$ cat config.mk
export PLATFORM = sky130hd
export DESIGN_NAME = daq_regfront
export DESIGN_NICKNAME = d
export VERILOG_FILES = /design/src/rtl/daq_pkg.sv /design/src/rtl/daq_ctl_regs.sv /design/src/rtl/daq_adc_seq.sv /design/src/rtl/daq_dac_latch.sv /design/src/rtl/daq_enc_pass.sv /design/src/rtl/daq_regfront.sv
export SDC_FILE = /design/constraint.sdc
export NUM_CORES = 1
export LEC_CHECK = 0
export BUFFER_PORTS_ARGS = -buffer_cell sky130_fd_sc_hd__buf_2
export CAP_MARGIN = 5
export CORE_ASPECT_RATIO = 0.7
export CORE_MARGIN = 2
export CORE_UTILIZATION = 25
export CTS_BUF_LIST = sky130_fd_sc_hd__clkbuf_2 sky130_fd_sc_hd__clkbuf_4 sky130_fd_sc_hd__clkbuf_8
export CTS_CLUSTER_DIAMETER = 200
export CTS_CLUSTER_SIZE = 16
export DETAILED_ROUTE_END_ITERATION = 10
export GPL_TIMING_DRIVEN = 1
export PLACE_DENSITY = 0.58
export SLEW_MARGIN = 15
export SYNTH_ARGS = -nofsm -noshare
export SYNTH_HDL_FRONTEND = slang
export SYNTH_SLANG_ARGS = --single-unit
$ cat constraint.sdc
create_clock -name clk -period 2.05 [get_ports clk]
set_clock_uncertainty 0.2 [all_clocks]
set_input_delay 0.205 -clock clk [delete_from_list [all_inputs] [get_ports clk]]
set_output_delay 0.205 -clock clk [all_outputs]
set_load 0.1 [all_outputs]
$ cat src/rtl/daq_pkg.sv
package daq_pkg;
    localparam int BUS_W    = 16;
    localparam int ADDR_W   = 4;
    localparam int SEL_W    = 3;

    localparam logic [ADDR_W-1:0] OFS_DIO  = 4'h0;
    localparam logic [ADDR_W-1:0] OFS_AO   = 4'h2;
    localparam logic [ADDR_W-1:0] OFS_AI   = 4'h4;
    localparam logic [ADDR_W-1:0] OFS_STAT = 4'h6;
    localparam logic [ADDR_W-1:0] OFS_ENCD = 4'hC;
    localparam logic [ADDR_W-1:0] OFS_ENCC = 4'hE;

    localparam int CB_AO_LO  = 0;
    localparam int CB_AI_LO  = 3;
    localparam int CB_EN     = 6;
    localparam int CB_SH     = 9;
    localparam int CB_CLK    = 10;
    localparam int CB_LD_LO  = 11;

    localparam int SB_SETTLE = 3;
    localparam int SB_DONE   = 4;

    localparam logic [BUS_W-1:0] CTRL_RESET =
        BUS_W'((1 << CB_SH) | (1 << CB_CLK));
endpackage

$ cat src/rtl/daq_ctl_regs.sv
module daq_ctl_regs
    import daq_pkg::*;
(
    input  logic             clk,
    input  logic             rst_n,
    input  logic             wr_dio,
    input  logic             wr_ctl,
    input  logic [BUS_W-1:0] wdata,
    output logic [BUS_W-1:0] dout_q,
    output logic [BUS_W-1:0] ctrl_q
);
    typedef struct packed {
        logic [BUS_W-1:0] dout;
        logic [BUS_W-1:0] ctrl;
    } regs_t;

    regs_t r_d, r_q;

    always_comb begin
        r_d = r_q;
        if (wr_dio) r_d.dout = wdata;
        if (wr_ctl) r_d.ctrl = wdata;
    end

    always_ff @(posedge clk) begin
        if (!rst_n) begin
            r_q.dout <= '0;
            r_q.ctrl <= CTRL_RESET;
        end else begin
            r_q <= r_d;
        end
    end

    assign dout_q = r_q.dout;
    assign ctrl_q = r_q.ctrl;


    dout_keep_chk: assert property (@(posedge clk) disable iff (!rst_n)
        !wr_dio |=> $stable(dout_q));


    ctrl_keep_chk: assert property (@(posedge clk) disable iff (!rst_n)
        !wr_ctl |=> $stable(ctrl_q));
endmodule

$ cat src/rtl/daq_adc_seq.sv
module daq_adc_seq
    import daq_pkg::*;
#(
    parameter int SETTLE_CYC = 8,
    parameter int CONV_CYC   = 32,
    parameter int SAMPLE_W   = 13
) (
    input  logic                clk,
    input  logic                rst_n,
    input  logic                ctl_wr,
    input  logic                en_new,
    input  logic                en_cur,
    input  logic                conv_start,
    input  logic                rd_sample,
    input  logic [SAMPLE_W-1:0] adc_sample,
    output logic                settled,
    output logic                done,
    output logic                adc_start,
    output logic [7:0]          sample_byte
);
    localparam int SCNT_W = $clog2(SETTLE_CYC + 1);
    localparam int CCNT_W = $clog2(CONV_CYC + 1);
    localparam int PAD_W  = BUS_W - SAMPLE_W;

    typedef struct packed {
        logic [SCNT_W-1:0]   scnt;
        logic [CCNT_W-1:0]   ccnt;
        logic                done;
        logic                hi_sel;
        logic                start;
        logic [SAMPLE_W-1:0] sample;
    } seq_t;

    seq_t s_d, s_q;
    logic [BUS_W-1:0] wide;

    always_comb begin
        s_d       = s_q;
        s_d.start = conv_start;
        if (ctl_wr && en_new) begin
            s_d.scnt = SCNT_W'(SETTLE_CYC);
        end else if (s_q.scnt != '0) begin
            s_d.scnt = s_q.scnt - 1'b1;
        end
        if (conv_start) begin
            s_d.ccnt   = CCNT_W'(CONV_CYC);
            s_d.done   = 1'b0;
            s_d.hi_sel = 1'b1;
        end else begin
            if (s_q.ccnt != '0) begin
                s_d.ccnt = s_q.ccnt - 1'b1;
                if (s_q.ccnt == CCNT_W'(1)) begin
                    s_d.done   = 1'b1;
                    s_d.sample = adc_sample;
                end
            end
            if (rd_sample) s_d.hi_sel = ~s_q.hi_sel;
        end
    end

    always_ff @(posedge clk) begin
        if (!rst_n) begin
            s_q        <= '0;
            s_q.hi_sel <= 1'b1;
        end else begin
            s_q <= s_d;
        end
    end

    assign wide        = {{PAD_W{s_q.sample[SAMPLE_W-1]}}, s_q.sample};
    assign sample_byte = s_q.hi_sel ? wide[15:8] : wide[7:0];
    assign settled     = en_cur && (s_q.scnt == '0);
    assign done        = s_q.done;
    assign adc_start   = s_q.start;


    settle_clr_chk: assert property (@(posedge clk) disable iff (!rst_n)
        (ctl_wr && en_new) |=> !settled);


    conv_clr_chk: assert property (@(posedge clk) disable iff (!rst_n)
        conv_start |=> (!done && adc_start));


    done_hold_chk: assert property (@(posedge clk) disable iff (!rst_n)
        (done && !conv_start) |=> done);


    hi_first_chk: assert property (@(posedge clk) disable iff (!rst_n)
        conv_start |=> s_q.hi_sel);
endmodule

$ cat src/rtl/daq_dac_latch.sv
module daq_dac_latch #(
    parameter int DAC_W = 12,
    parameter int SEL_W = 3
) (
    input  logic             clk,
    input  logic             rst_n,
    input  logic             dac_wr,
    input  logic [1:0]       ld_field,
    input  logic [SEL_W-1:0] chan_sel,
    input  logic [DAC_W-1:0] code_in,
    output logic             load,
    output logic [SEL_W-1:0] chan,
    output logic [DAC_W-1:0] code
);
    typedef struct packed {
        logic             load;
        logic [SEL_W-1:0] chan;
        logic [DAC_W-1:0] code;
    } dac_t;

    dac_t a_d, a_q;
    logic armed;

    assign armed = &ld_field;

    always_comb begin
        a_d      = a_q;
        a_d.load = 1'b0;
        if (dac_wr && armed) begin
            a_d.load = 1'b1;
            a_d.chan = chan_sel;
            a_d.code = code_in;
        end
    end

    always_ff @(posedge clk) begin
        if (!rst_n) a_q <= '0;
        else        a_q <= a_d;
    end

    assign load = a_q.load;
    assign chan = a_q.chan;
    assign code = a_q.code;


    dac_gate_chk: assert property (@(posedge clk) disable iff (!rst_n)
        !(dac_wr && armed) |=> (!load && $stable(code) && $stable(chan)));
endmodule

$ cat src/rtl/daq_enc_pass.sv
module daq_enc_pass (
    input  logic       clk,
    input  logic       rst_n,
    input  logic       wr_data,
    input  logic       wr_cmd,
    input  logic [7:0] wbyte,
    output logic       data_stb,
    output logic       cmd_stb,
    output logic [7:0] byte_out
);
    typedef struct packed {
        logic       data_stb;
        logic       cmd_stb;
        logic [7:0] b;
    } enc_t;

    enc_t e_d, e_q;

    always_comb begin
        e_d          = e_q;
        e_d.data_stb = wr_data;
        e_d.cmd_stb  = wr_cmd;
        if (wr_data || wr_cmd) e_d.b = wbyte;
    end

    always_ff @(posedge clk) begin
        if (!rst_n) e_q <= '0;
        else        e_q <= e_d;
    end

    assign data_stb = e_q.data_stb;
    assign cmd_stb  = e_q.cmd_stb;
    assign byte_out = e_q.b;


    enc_excl_chk: assert property (@(posedge clk) disable iff (!rst_n)
        $onehot0({data_stb, cmd_stb}));
endmodule

$ cat src/rtl/daq_regfront.sv
module daq_regfront
    import daq_pkg::*;
#(
    parameter int SETTLE_CYC = 8,
    parameter int CONV_CYC   = 32,
    parameter int SAMPLE_W   = 13,
    parameter int DAC_W      = 12
) (
    input  logic                clk,
    input  logic                rst_n,
    input  logic [3:0]          bus_addr,
    input  logic                bus_wr,
    input  logic                bus_rd,
    input  logic [15:0]         bus_wdata,
    output logic [15:0]         bus_rdata,
    input  logic [15:0]         din,
    output logic [15:0]         dout,
    output logic [15:0]         dout_dbg,
    output logic [15:0]         ctrl_out,
    output logic                adc_start,
    input  logic [SAMPLE_W-1:0] adc_sample,
    output logic                dac_load,
    output logic [2:0]          dac_chan,
    output logic [DAC_W-1:0]    dac_code,
    output logic                enc_data_wr,
    output logic                enc_ctrl_wr,
    output logic [7:0]          enc_wbyte,
    output logic                enc_rd,
    input  logic [7:0]          enc_byte_in
);
    logic wr_dio, wr_ao, wr_ai, wr_ctl, wr_encd, wr_encc, rd_ai;
    logic [BUS_W-1:0] dout_q, ctrl_q, status;
    logic settled, done;
    logic [7:0] sample_byte;

    assign wr_dio  = bus_wr && (bus_addr == OFS_DIO);
    assign wr_ao   = bus_wr && (bus_addr == OFS_AO);
    assign wr_ai   = bus_wr && (bus_addr == OFS_AI);
    assign wr_ctl  = bus_wr && (bus_addr == OFS_STAT);
    assign wr_encd = bus_wr && (bus_addr == OFS_ENCD);
    assign wr_encc = bus_wr && (bus_addr == OFS_ENCC);
    assign rd_ai   = bus_rd && (bus_addr == OFS_AI);
    assign enc_rd  = bus_rd && (bus_addr == OFS_ENCD);

    daq_ctl_regs u_regs (
        .clk    (clk),
        .rst_n  (rst_n),
        .wr_dio (wr_dio),
        .wr_ctl (wr_ctl),
        .wdata  (bus_wdata),
        .dout_q (dout_q),
        .ctrl_q (ctrl_q)
    );

    daq_adc_seq #(
        .SETTLE_CYC (SETTLE_CYC),
        .CONV_CYC   (CONV_CYC),
        .SAMPLE_W   (SAMPLE_W)
    ) u_adc (
        .clk         (clk),
        .rst_n       (rst_n),
        .ctl_wr      (wr_ctl),
        .en_new      (bus_wdata[CB_EN]),
        .en_cur      (ctrl_q[CB_EN]),
        .conv_start  (wr_ai),
        .rd_sample   (rd_ai),
        .adc_sample  (adc_sample),
        .settled     (settled),
        .done        (done),
        .adc_start   (adc_start),
        .sample_byte (sample_byte)
    );

    daq_dac_latch #(
        .DAC_W (DAC_W),
        .SEL_W (SEL_W)
    ) u_dac (
        .clk      (clk),
        .rst_n    (rst_n),
        .dac_wr   (wr_ao),
        .ld_field (ctrl_q[CB_LD_LO +: 2]),
        .chan_sel (ctrl_q[CB_AO_LO +: SEL_W]),
        .code_in  (bus_wdata[DAC_W-1:0]),
        .load     (dac_load),
        .chan     (dac_chan),
        .code     (dac_code)
    );

    daq_enc_pass u_enc (
        .clk      (clk),
        .rst_n    (rst_n),
        .wr_data  (wr_encd),
        .wr_cmd   (wr_encc),
        .wbyte    (bus_wdata[7:0]),
        .data_stb (enc_data_wr),
        .cmd_stb  (enc_ctrl_wr),
        .byte_out (enc_wbyte)
    );

    always_comb begin
        status            = '0;
        status[SB_SETTLE] = settled;
        status[SB_DONE]   = done;
    end

    always_comb begin
        unique case (bus_addr)
            OFS_DIO:  bus_rdata = din;
            OFS_AI:   bus_rdata = {8'h00, sample_byte};
            OFS_STAT: bus_rdata = status;
            OFS_ENCD: bus_rdata = {8'h00, enc_byte_in};
            default:  bus_rdata = '0;
        endcase
    end

    assign dout     = dout_q;
    assign dout_dbg = dout_q;
    assign ctrl_out = ctrl_q;


    dac_cause_chk: assert property (@(posedge clk) disable iff (!rst_n)
        dac_load |-> $past(wr_ao && (ctrl_q[CB_LD_LO +: 2] == 2'b11)));


    ctrl_take_chk: assert property (@(posedge clk) disable iff (!rst_n)
        wr_ctl |=> (ctrl_out == $past(bus_wdata)));
endmodule

# [Yosys cells after proc, flatten, opt, wreduce, memory -nomap -nowiden]
# Index checks and enable logic that the tools add are counted.
[classes] add_sub_neg=2 n_eq_ne=6 muxes=9 bitwise_logic=3 n_reduce_logical=23
[op_table] cell="16-bit one-hot mux with 4 select lines" n=1
[op_table] cell="16-bit 2-to-1 mux" n=1
[op_table] cell="8-bit 2-to-1 mux" n=2
[op_table] cell="1-bit logical AND" n=11
[op_table] cell="4-bit by 3-bit == test with 1-bit output (second input constant)" n=2
[op_table] cell="4-bit == test (second input constant)" n=2
[op_table] cell="4-bit zero test" n=2
[op_table] cell="4-bit 2-to-1 mux" n=2
[op_table] cell="7-bit 2-to-1 mux" n=1
[op_table] cell="6-bit by 1-bit == test with 1-bit output (second input constant)" n=1
[op_table] cell="6-bit nonzero test" n=1
[op_table] cell="6-bit by 1-bit subtractor with 6-bit output (second input constant)" n=1
[op_table] cell="4-bit by 2-bit == test with 1-bit output (second input constant)" n=1
[op_table] cell="2-bit AND reduction" n=2
[op_table] cell="2-bit nonzero test" n=2
[op_table] cell="4-bit nonzero test" n=1
[op_table] cell="2-bit OR reduction" n=2
[op_table] cell="4-bit by 1-bit subtractor with 4-bit output (second input constant)" n=1
[op_table] cell="1-bit inverter" n=3
[op_table] cell="3-bit AND reduction" n=1
[op_table] cell="1-bit 2-to-1 mux" n=2
[op_table] cell="1-bit logical OR" n=1
[totals] ff_bits=84 inputBits=61 out_inout_bits=92 wordCells=59

# [Longest topological paths before layout]
# Gate-level depths: netlist of run 1.
[logic_depth] depth_word=4 mapped_depth=7 mapped_depth_nobuf=5

# [Hierarchy]
# From an unflattened synthesis of run 1, not the netlist that was laid out.
[unflattened] hier_cells=414 hier_area_um2=4001.3
[modules_own_cells] module="daq_adc_seq" n_inst=1 cells_per_inst=134 area_each_um2=1244.9 seq_area_each_um2=520.5
[modules_own_cells] module="daq_ctl_regs" n_inst=1 cells_per_inst=103 area_each_um2=1229.9 seq_area_each_um2=640.6
[modules_own_cells] module="daq_dac_latch" n_inst=1 cells_per_inst=68 area_each_um2=641.9 seq_area_each_um2=320.3
[modules_own_cells] module="daq_regfront" n_inst=1 cells_per_inst=67 area_each_um2=464.2 seq_area_each_um2=0.0
[modules_own_cells] module="daq_enc_pass" n_inst=1 cells_per_inst=42 area_each_um2=420.4 seq_area_each_um2=200.2

# [Least setup slack after synthesis of run 1]
# No wires, ideal clock.
[synth_path] path_type="reg2out" startpoint="reg u_adc.s_q[22] (netlist name)" endpoint="out bus_rdata[3]" arrival_time_ns=4.487 required_time_ns=1.645 path_slack_ns=-2.842 stages_incl_launch_ff=5 path_buffers=0 cell_sequence="dfxtp_1 -> inv_1 -> ha_1 -> or3b_1 -> o311ai_0"
[synth_between] elab_chain_len=3
[synth_lines] element="start: declaration" line="daq_adc_seq.sv:34" rtl="seq_t s_d, s_q;"
[synth_lines] element="4-bit zero test" line="daq_adc_seq.sv:72" rtl="assign settled = en_cur && (s_q.scnt == '0);"
[synth_lines] element="1-bit logical AND" line="daq_adc_seq.sv:72"
[synth_lines] element="16-bit one-hot mux with 4 select lines" line="daq_regfront.sv:107" rtl="unique case (bus_addr)"
[synth_lines] element="end: declaration" line="daq_regfront.sv:15" rtl="output logic [15:0] bus_rdata,"
# No other way between the ends.

# [Worst setup path after layout of run 1]
# Ends and elaborated chain as after synthesis.

==> summary.md, run 1 <==
| Metric | Value |
|---|---|
| Port Buffer Count | `152` |
| Power Dens Cells | `793 nW/um2` |
| # fillers | `1517` |
| Avg Cell Area, Syn | `8.28 um2` |
| Max_cap viols | `0` |
| Failing checks | `setup timing` |
| FF+latch count, synth | `84` |
| Die Wd | `152 um` |
| DR iter-0 viols | `242` |
| Clock sink count | `84` |
| WHS | `0.0282 ns` |
| Dpl hpwl | `9670 um` |
| Synthesized Nets | `532` |
| Period utilization | `108%` |
| Mapped cell area | `3860 um2` |
| CTS root buffer | `clkbuf_8` |
| Total die area | `16500 um2` |
| Synth top area share | `43.6%` |
| Global-route wire length before repair | `21300 um` |
| Vias in the first global route | `3954` |
| Number of CTS-inserted buffers | `9` |
| Critical path peak fanout | `2` |
| Total GRT Usage | `16.4%` |
| Via density | `4.86` |
| Die Height | `108 um` |
| DP Cell Count | `776` |
| CTS tree | `done` |
| Clock Tree Buf Depth | `2` |
| Routability Congestion | `0.799` |
| Drt first pass iters | `5` |
| Clock slew at reported path FFs | `0.09 ns` |
| CP required | `1.64 ns` |
| Grt total ovfl | `0` |
| Post-DRT Antenna Nets | `0` |
| DR vias | `4021` |
| Worst Hold Class | `input pin to register` |
| R2R cell count | `6` |
| Peak Freq | `451 MHz` |
| Post-route insts no fill | `828` |
| Synth Warn # | `0` |
| Worst skew pair latency | `0.37 ns` |
| Row cnt | `37` |
| Largest area contributor in the netlist | `dfxtp_1` |
| H-Tree Level Count | `3` |
| Final nets | `694` |
| Pin count of the biggest net entering global routing | `34` |
| Top post-synthesis cells by area | `dfxtp_1, a21oi_1, nand3_1` |
| Worst-margin pin slew | `0.671 ns` |
| Setup WS pre-CTS | `0.0686 ns` |
| Final worst slack | `-0.169 ns` |
| Final Max Tran Viols | `0` |
| Avg WL per Cell | `16.3 um` |
| Worst vdd rail ir drop | `0.000318 V` |
| # IOs | `153` |
| Hold path cells | `3` |
| Outcome | `finished, violations left` |
| Share of layout cells above drive strength 1 | `35.7%` |
| Setup violators final | `6` |
| Total DRC errors in the routed layout | `0` |
| Unrepaired setup endpoints after global routing | `yes` |
| Cell variety after synth | `48` |
| DRT Wirelength | `13500 um` |
| Setup CP Type | `register to output port` |
| ANT cells | `0` |
| CORE AREA | `14900 um2` |
| Crit end category | `output port` |
| Post-synthesis cell count | `466` |
| Register area share after synthesis | `43.6%` |
| Cell leakage power | `2.43 nW` |
| Initial Util | `25.9%` |
| Crit start category | `register` |
| Fin util | `38.4%` |
| Critical Path AT | `1.81 ns` |
| Hold Fails Final Rpt | `0` |
| Syn-to-layout area delta | `48.2%` |
| Fin crit period | `2.22 ns` |
| Initial antenna violation count | `0` |
| Slew headroom | `55.3%` |
-- cell usage in the layout (no fill, tap or decap), drive strengths merged, types with 3 or more instances in the layout --
| cell type | n |
|---|---|
| buf | 177 |
| dfxtp | 84 |
| a21oi | 63 |
| nand2 | 53 |
| nand3 | 50 |
| o21ai | 49 |
| dlygate4sd3 | 32 |
| mux2i | 20 |
| nor2 | 12 |
| clkbuf | 11 |
| and2 | 10 |
| inv | 9 |
| a211o | 6 |
| ha | 5 |
| and3 | 3 |
| nand3b | 3 |
| or4 | 3 |
| xnor2 | 3 |
| nor3 | 3 |
| nor4 | 3 |
-- power by group --
part | internal, mW | leakage (nW) | switching, mW | total (mW)
Sequential | 1.77 | 0.682 | 0.106 | 1.88
Combinational | 0.551 | 1.64 | 0.737 | 1.29
Clock | 0.740 | 0.115 | 0.630 | 1.37
Total | 3.06 | 2.43 | 1.47 | 4.53
-- repair_timing --
item | CTS | global route
hold buffers | 32 | 0
pin swaps | 10 | 2
endpoints found under the setup margin | 8 | 8
gates resized for setup | 9 | 1
cloned | 0 | 0
setup buffers | 4 | 0
endpoints found under the hold margin | 69 | 0
-- cells in the mapped netlist, drive strengths merged --
| cell type | number |
|---|---|
| o2111a | 2 |
| nand2 | 53 |
| a211o | 6 |
| nand4bb | 2 |
| xnor2 | 3 |
| mux2i | 20 |
| o31ai | 1 |
| buf | 24 |
| clkbuf | 34 |
| a221o | 1 |
| ha | 5 |
| xor2 | 1 |
| o311ai | 1 |
| and3 | 3 |
| nor3 | 3 |
| nand3 | 50 |
| and4 | 1 |
| a32oi | 1 |
| and4b | 1 |
| o21bai | 1 |
| or3b | 1 |
| nand2b | 1 |
| nor4b | 1 |
| a211oi | 2 |
| nor4 | 3 |
| or2 | 1 |
| and3b | 1 |
| nand4b | 1 |
| and2 | 10 |
| nor3b | 2 |
| dfxtp | 84 |
| a31oi | 2 |
| or4 | 3 |
| mux2 | 2 |
| or4b | 1 |
| a21boi | 1 |
| nor4bb | 2 |
| o21ai | 49 |
| a21oi | 63 |
| nand3b | 3 |
| nor2 | 12 |
| inv | 8 |
-- registers in the layout, indices dropped and copies added, names as in the netlist --
register / flops
u_adc.done: 1
u_enc.cmd_stb: 1
u_regs.dout_q: 16
u_adc.s_q: 24
u_enc.byte_out: 8
u_regs.ctrl_q: 16
u_dac.chan: 3
u_dac.load: 1
u_enc.data_stb: 1
u_dac.code: 12
u_adc.adc_start: 1
-- per-stage QoR --
stage / TNS (ns) / power (mW) / area (um2)
global route: -0.731 / 4.77 / 5720
floorplan: -0.248 / 2.75 / 3970
global placement: 0 / 3.00 / 5110
finish: -0.262 / 4.53 / 5720
detailed placement: 0 / 3.06 / 5110
CTS: -0.482 / 4.56 / 5720
-- kinds of logic (layout without fill, tap and decap cells) --
logic type / after synthesis / after routing / synth area share [%]
fa+ha+maj: 5 / 5 / 1.62
buf+inv: 66 / 233 / 8.95
simple gates: 155 / 155 / 20.7
mux: 22 / 22 / 5.77
flops: 84 / 84 / 43.6
compound gates: 130 / 130 / 18.5
xor+xnor: 4 / 4 / 0.908
-- routing by layer --
layer | vias to the layer above | global-route usage, % | share of wire, %
met5 | - | 0 | 0
met4 | 0 | 2.91 | 0.38
met3 | 4 | 6.01 | 8.4
met2 | 167 | 26.7 | 45
met1 | 1910 | 21.2 | 46
li1 | 1940 | - | -
-- layout make-up --
| type | instances | area, um2 | share of cell area, % |
|---|---|---|---|
| Clock buffer | 11 | 145 | 2.54 |
| Clock inverter | 5 | 83.8 | 1.47 |
| Inverter | 8 | 30.0 | 0.525 |
| Multi-Input combinational cell | 316 | 1990 | 34.7 |
| Sequential cell | 84 | 1690 | 29.6 |
| Tap cell | 195 | 244 | 4.27 |
| Timing Repair Buffer | 209 | 1540 | 26.9 |
-- critical path: stages, from the launching register on --
cell and delay (ns):
dfxtp_2 0.33, inv_2 0.07, ha_4 0.13, or3b_4 0.39
o311ai_4 0.31, buf_12 0.22
-- worst paths after layout --
path,to,startpoint,slack (ns)
max,bus_rdata[3],u_adc.s_q[22],-0.17
min reg2reg,u_enc.byte_out[0],u_enc.byte_out[0],0.26
max reg2reg,u_adc.s_q[11],u_adc.s_q[16],0.24
min,u_enc.cmd_stb,bus_addr[2],0.03
(Power assumes the default switching activity.)
==> run 2: changes to the inputs <==
Settings changed: CORE_ASPECT_RATIO 0.7 to 0.75.
==> summary.md, run 2 (same netlist as run 1, synthesis figures left out) <==
| Metric | Value |
|---|---|
| Worst vdd rail ir drop | `0.000307 V` |
| DRT Wirelength | `12500 um` |
| Total DRC errors in the routed layout | `0` |
| Storage element area | `1690 um2` |
| R2R cell count | `3` |
| Power Dens Cells | `753 nW/um2` |
| Via density | `4.59` |
| Number of CTS-inserted buffers | `9` |
| Outcome | `finished, violations left` |
| Vias in the first global route | `3632` |
| Crit end category | `output port` |
| Initial Util | `25.4%` |
| Design area | `5700 um2` |
| Hold Fails Final Rpt | `0` |
| Clock Tree Buf Depth | `2` |
| Clock network fraction of design power | `26.7%` |
| DR iter-0 viols | `287` |
| Switching power | `1.43 mW` |
| Routability Congestion | `0.778` |
| CTS tree | `done` |
| Share of layout cells above drive strength 1 | `36.4%` |
| Peak Freq | `466 MHz` |
| Post-route setup TNS | `-0.0961 ns` |
| DR vias | `3851` |
| Clock slew at reported path FFs | `0.09 ns` |
| Row cnt | `39` |
| Setup WS pre-CTS | `0.116 ns` |
| Placed Area | `5140 um2` |
| Setup CP Type | `register to output port` |
| Sequential share of power | `43.6%` |
| Slew headroom | `56.7%` |
| Critical path peak fanout | `2` |
| Max_cap viols | `0` |
| Worst-margin pin slew | `0.649 ns` |
| ANT cells | `0` |
| CTS root buffer | `clkbuf_8` |
| Global-route wire length before repair | `19800 um` |
| Number of flip-flops under the largest register name | `24` |
| Crit Reg-Reg Startpoint | `u_adc.s_q[16]` |
| CP required | `1.64 ns` |
| H-Tree Level Count | `3` |
| # IOs | `153` |
| Worst reg2reg setup slack | `0.28 ns` |
| Post-DRT Antenna Nets | `0` |
| Die Height | `112 um` |
| Drt first pass iters | `4` |
| Initial antenna violation count | `0` |
| Final worst slack | `-0.0961 ns` |
| CORE AREA | `15200 um2` |
| Clock sink count | `84` |
| Most flops, register | `u_adc.s_q` |
| Critical Path AT | `1.74 ns` |
| Min-delay src | `bus_wr` |
| Logic pwr share | `29.8%` |
| Die Wd | `147 um` |
| Port Buffer Count | `152` |
| Most frequent cells in the layout | `buf_2, dfxtp_1, a21oi_1` |
| Syn-to-layout area delta | `47.6%` |
| Total GRT Usage | `15.2%` |
| Final nets | `695` |
| Commonest non-fill, non-tap cell in the layout | `buf_2` |
| Worst Hold Class | `input pin to register` |
| # fillers | `1595` |
| Fin util | `37.5%` |
| Worst skew pair latency | `0.36 ns` |
| Total die area | `16500 um2` |
| Pin count of the biggest net entering global routing | `34` |
| Grt total ovfl | `0` |
| Internal power | `2.86 mW` |
| Setup violators final | `1` |
| Dpl hpwl | `9000 um` |
| Failing checks | `setup timing` |
| Cell leakage power | `2.42 nW` |
| Crit start category | `register` |
| Fin crit period | `2.15 ns` |
| Worst Hold End | `u_enc.data_stb` |
| Final Max Tran Viols | `0` |
| Period utilization | `105%` |
| Sw Ratio | `33.2%` |
| Unrepaired setup endpoints after global routing | `yes` |
| Hold path cells | `3` |
| WHS | `0.0659 ns` |
| Avg WL per Cell | `14.9 um` |
| Multi-input gate area | `1980 um2` |
| Reg-to-reg critical path endpoint | `u_adc.s_q[21]` |
run 2: cell types whose count changed in the layout (fill, tap and decap cells not counted), moves of 2 or more:
cell | previous run | this run
dlygate4sd3_1 | 32 | 30
bufinv_16 | 2 | 0
clkinvlp_4 | 1 | 3
buf_4 | 23 | 26
run 2: what timing repair did:
action | CTS | global route
pin swaps | 9 | 4
setup buffers | 3 | 1
endpoints found under the setup margin | 7 | 8
gates resized for setup | 10 | 2
endpoints found under the hold margin | 65 | 0
hold buffers | 30 | 0
run 2: per-stage QoR:
stage	total power [mW]	cells
after CTS	4.30	838
after global routing	4.53	839
after detailed placement	3.04	789
after floorplan	2.75	466
final	4.29	839
after global placement	3.03	789
run 2: power groups by stage:
| stage | Sequential (mW) | Clock, mW | Combinational [mW] |
|---|---|---|---|
| final | 1.87 | 1.14 | 1.28 |
| after global routing | 1.89 | 1.24 | 1.41 |
| after CTS | 1.87 | 1.18 | 1.26 |
| after detailed placement | 1.90 | 0 | 1.14 |
| after global placement | 1.90 | 0 | 1.13 |
| after floorplan | 1.96 | 0 | 0.785 |
run 2: critical path, cell delays in order (launching register included):
cell,delay (ns)
dfxtp_2,0.33
inv_2,0.08
ha_4,0.13
or3b_4,0.39
o311ai_4,0.26
buf_12,0.21
run 2: cell type report:
class,instances,area share (%)
Timing Repair Buffer,210,27.1
Sequential cell,84,29.7
Tap cell,205,4.50
Clock inverter,4,0.549
Multi-Input combinational cell,316,34.8
Clock buffer,12,2.79
Inverter,8,0.527
run 2: worst max path at each step:
stage | to | from | slack [ns] | cells after the start
after floorplan | bus_rdata[3] | u_adc.s_q[22] | -0.23 | 4
after global placement | bus_rdata[3] | u_adc.s_q[22] | 0.13 | 5
after detailed placement | bus_rdata[3] | u_adc.s_q[22] | 0.12 | 5
after CTS | bus_rdata[3] | u_adc.s_q[22] | -0.14 | 5
after global routing | bus_rdata[3] | u_adc.s_q[23] | -0.15 | 5
final | bus_rdata[3] | u_adc.s_q[23] | -0.1 | 5
run 2: metal layers:
| metal | vias to the layer above | GRT usage, % | routed length [um] |
|---|---|---|---|
| li1 | 1948 | - | - |
| met1 | 1789 | 21.0 | 5910 |
| met2 | 100 | 23.2 | 5620 |
| met3 | 14 | 4.10 | 781 |
| met4 | 0 | 4.62 | 194 |
| met5 | - | 0 | 0 |
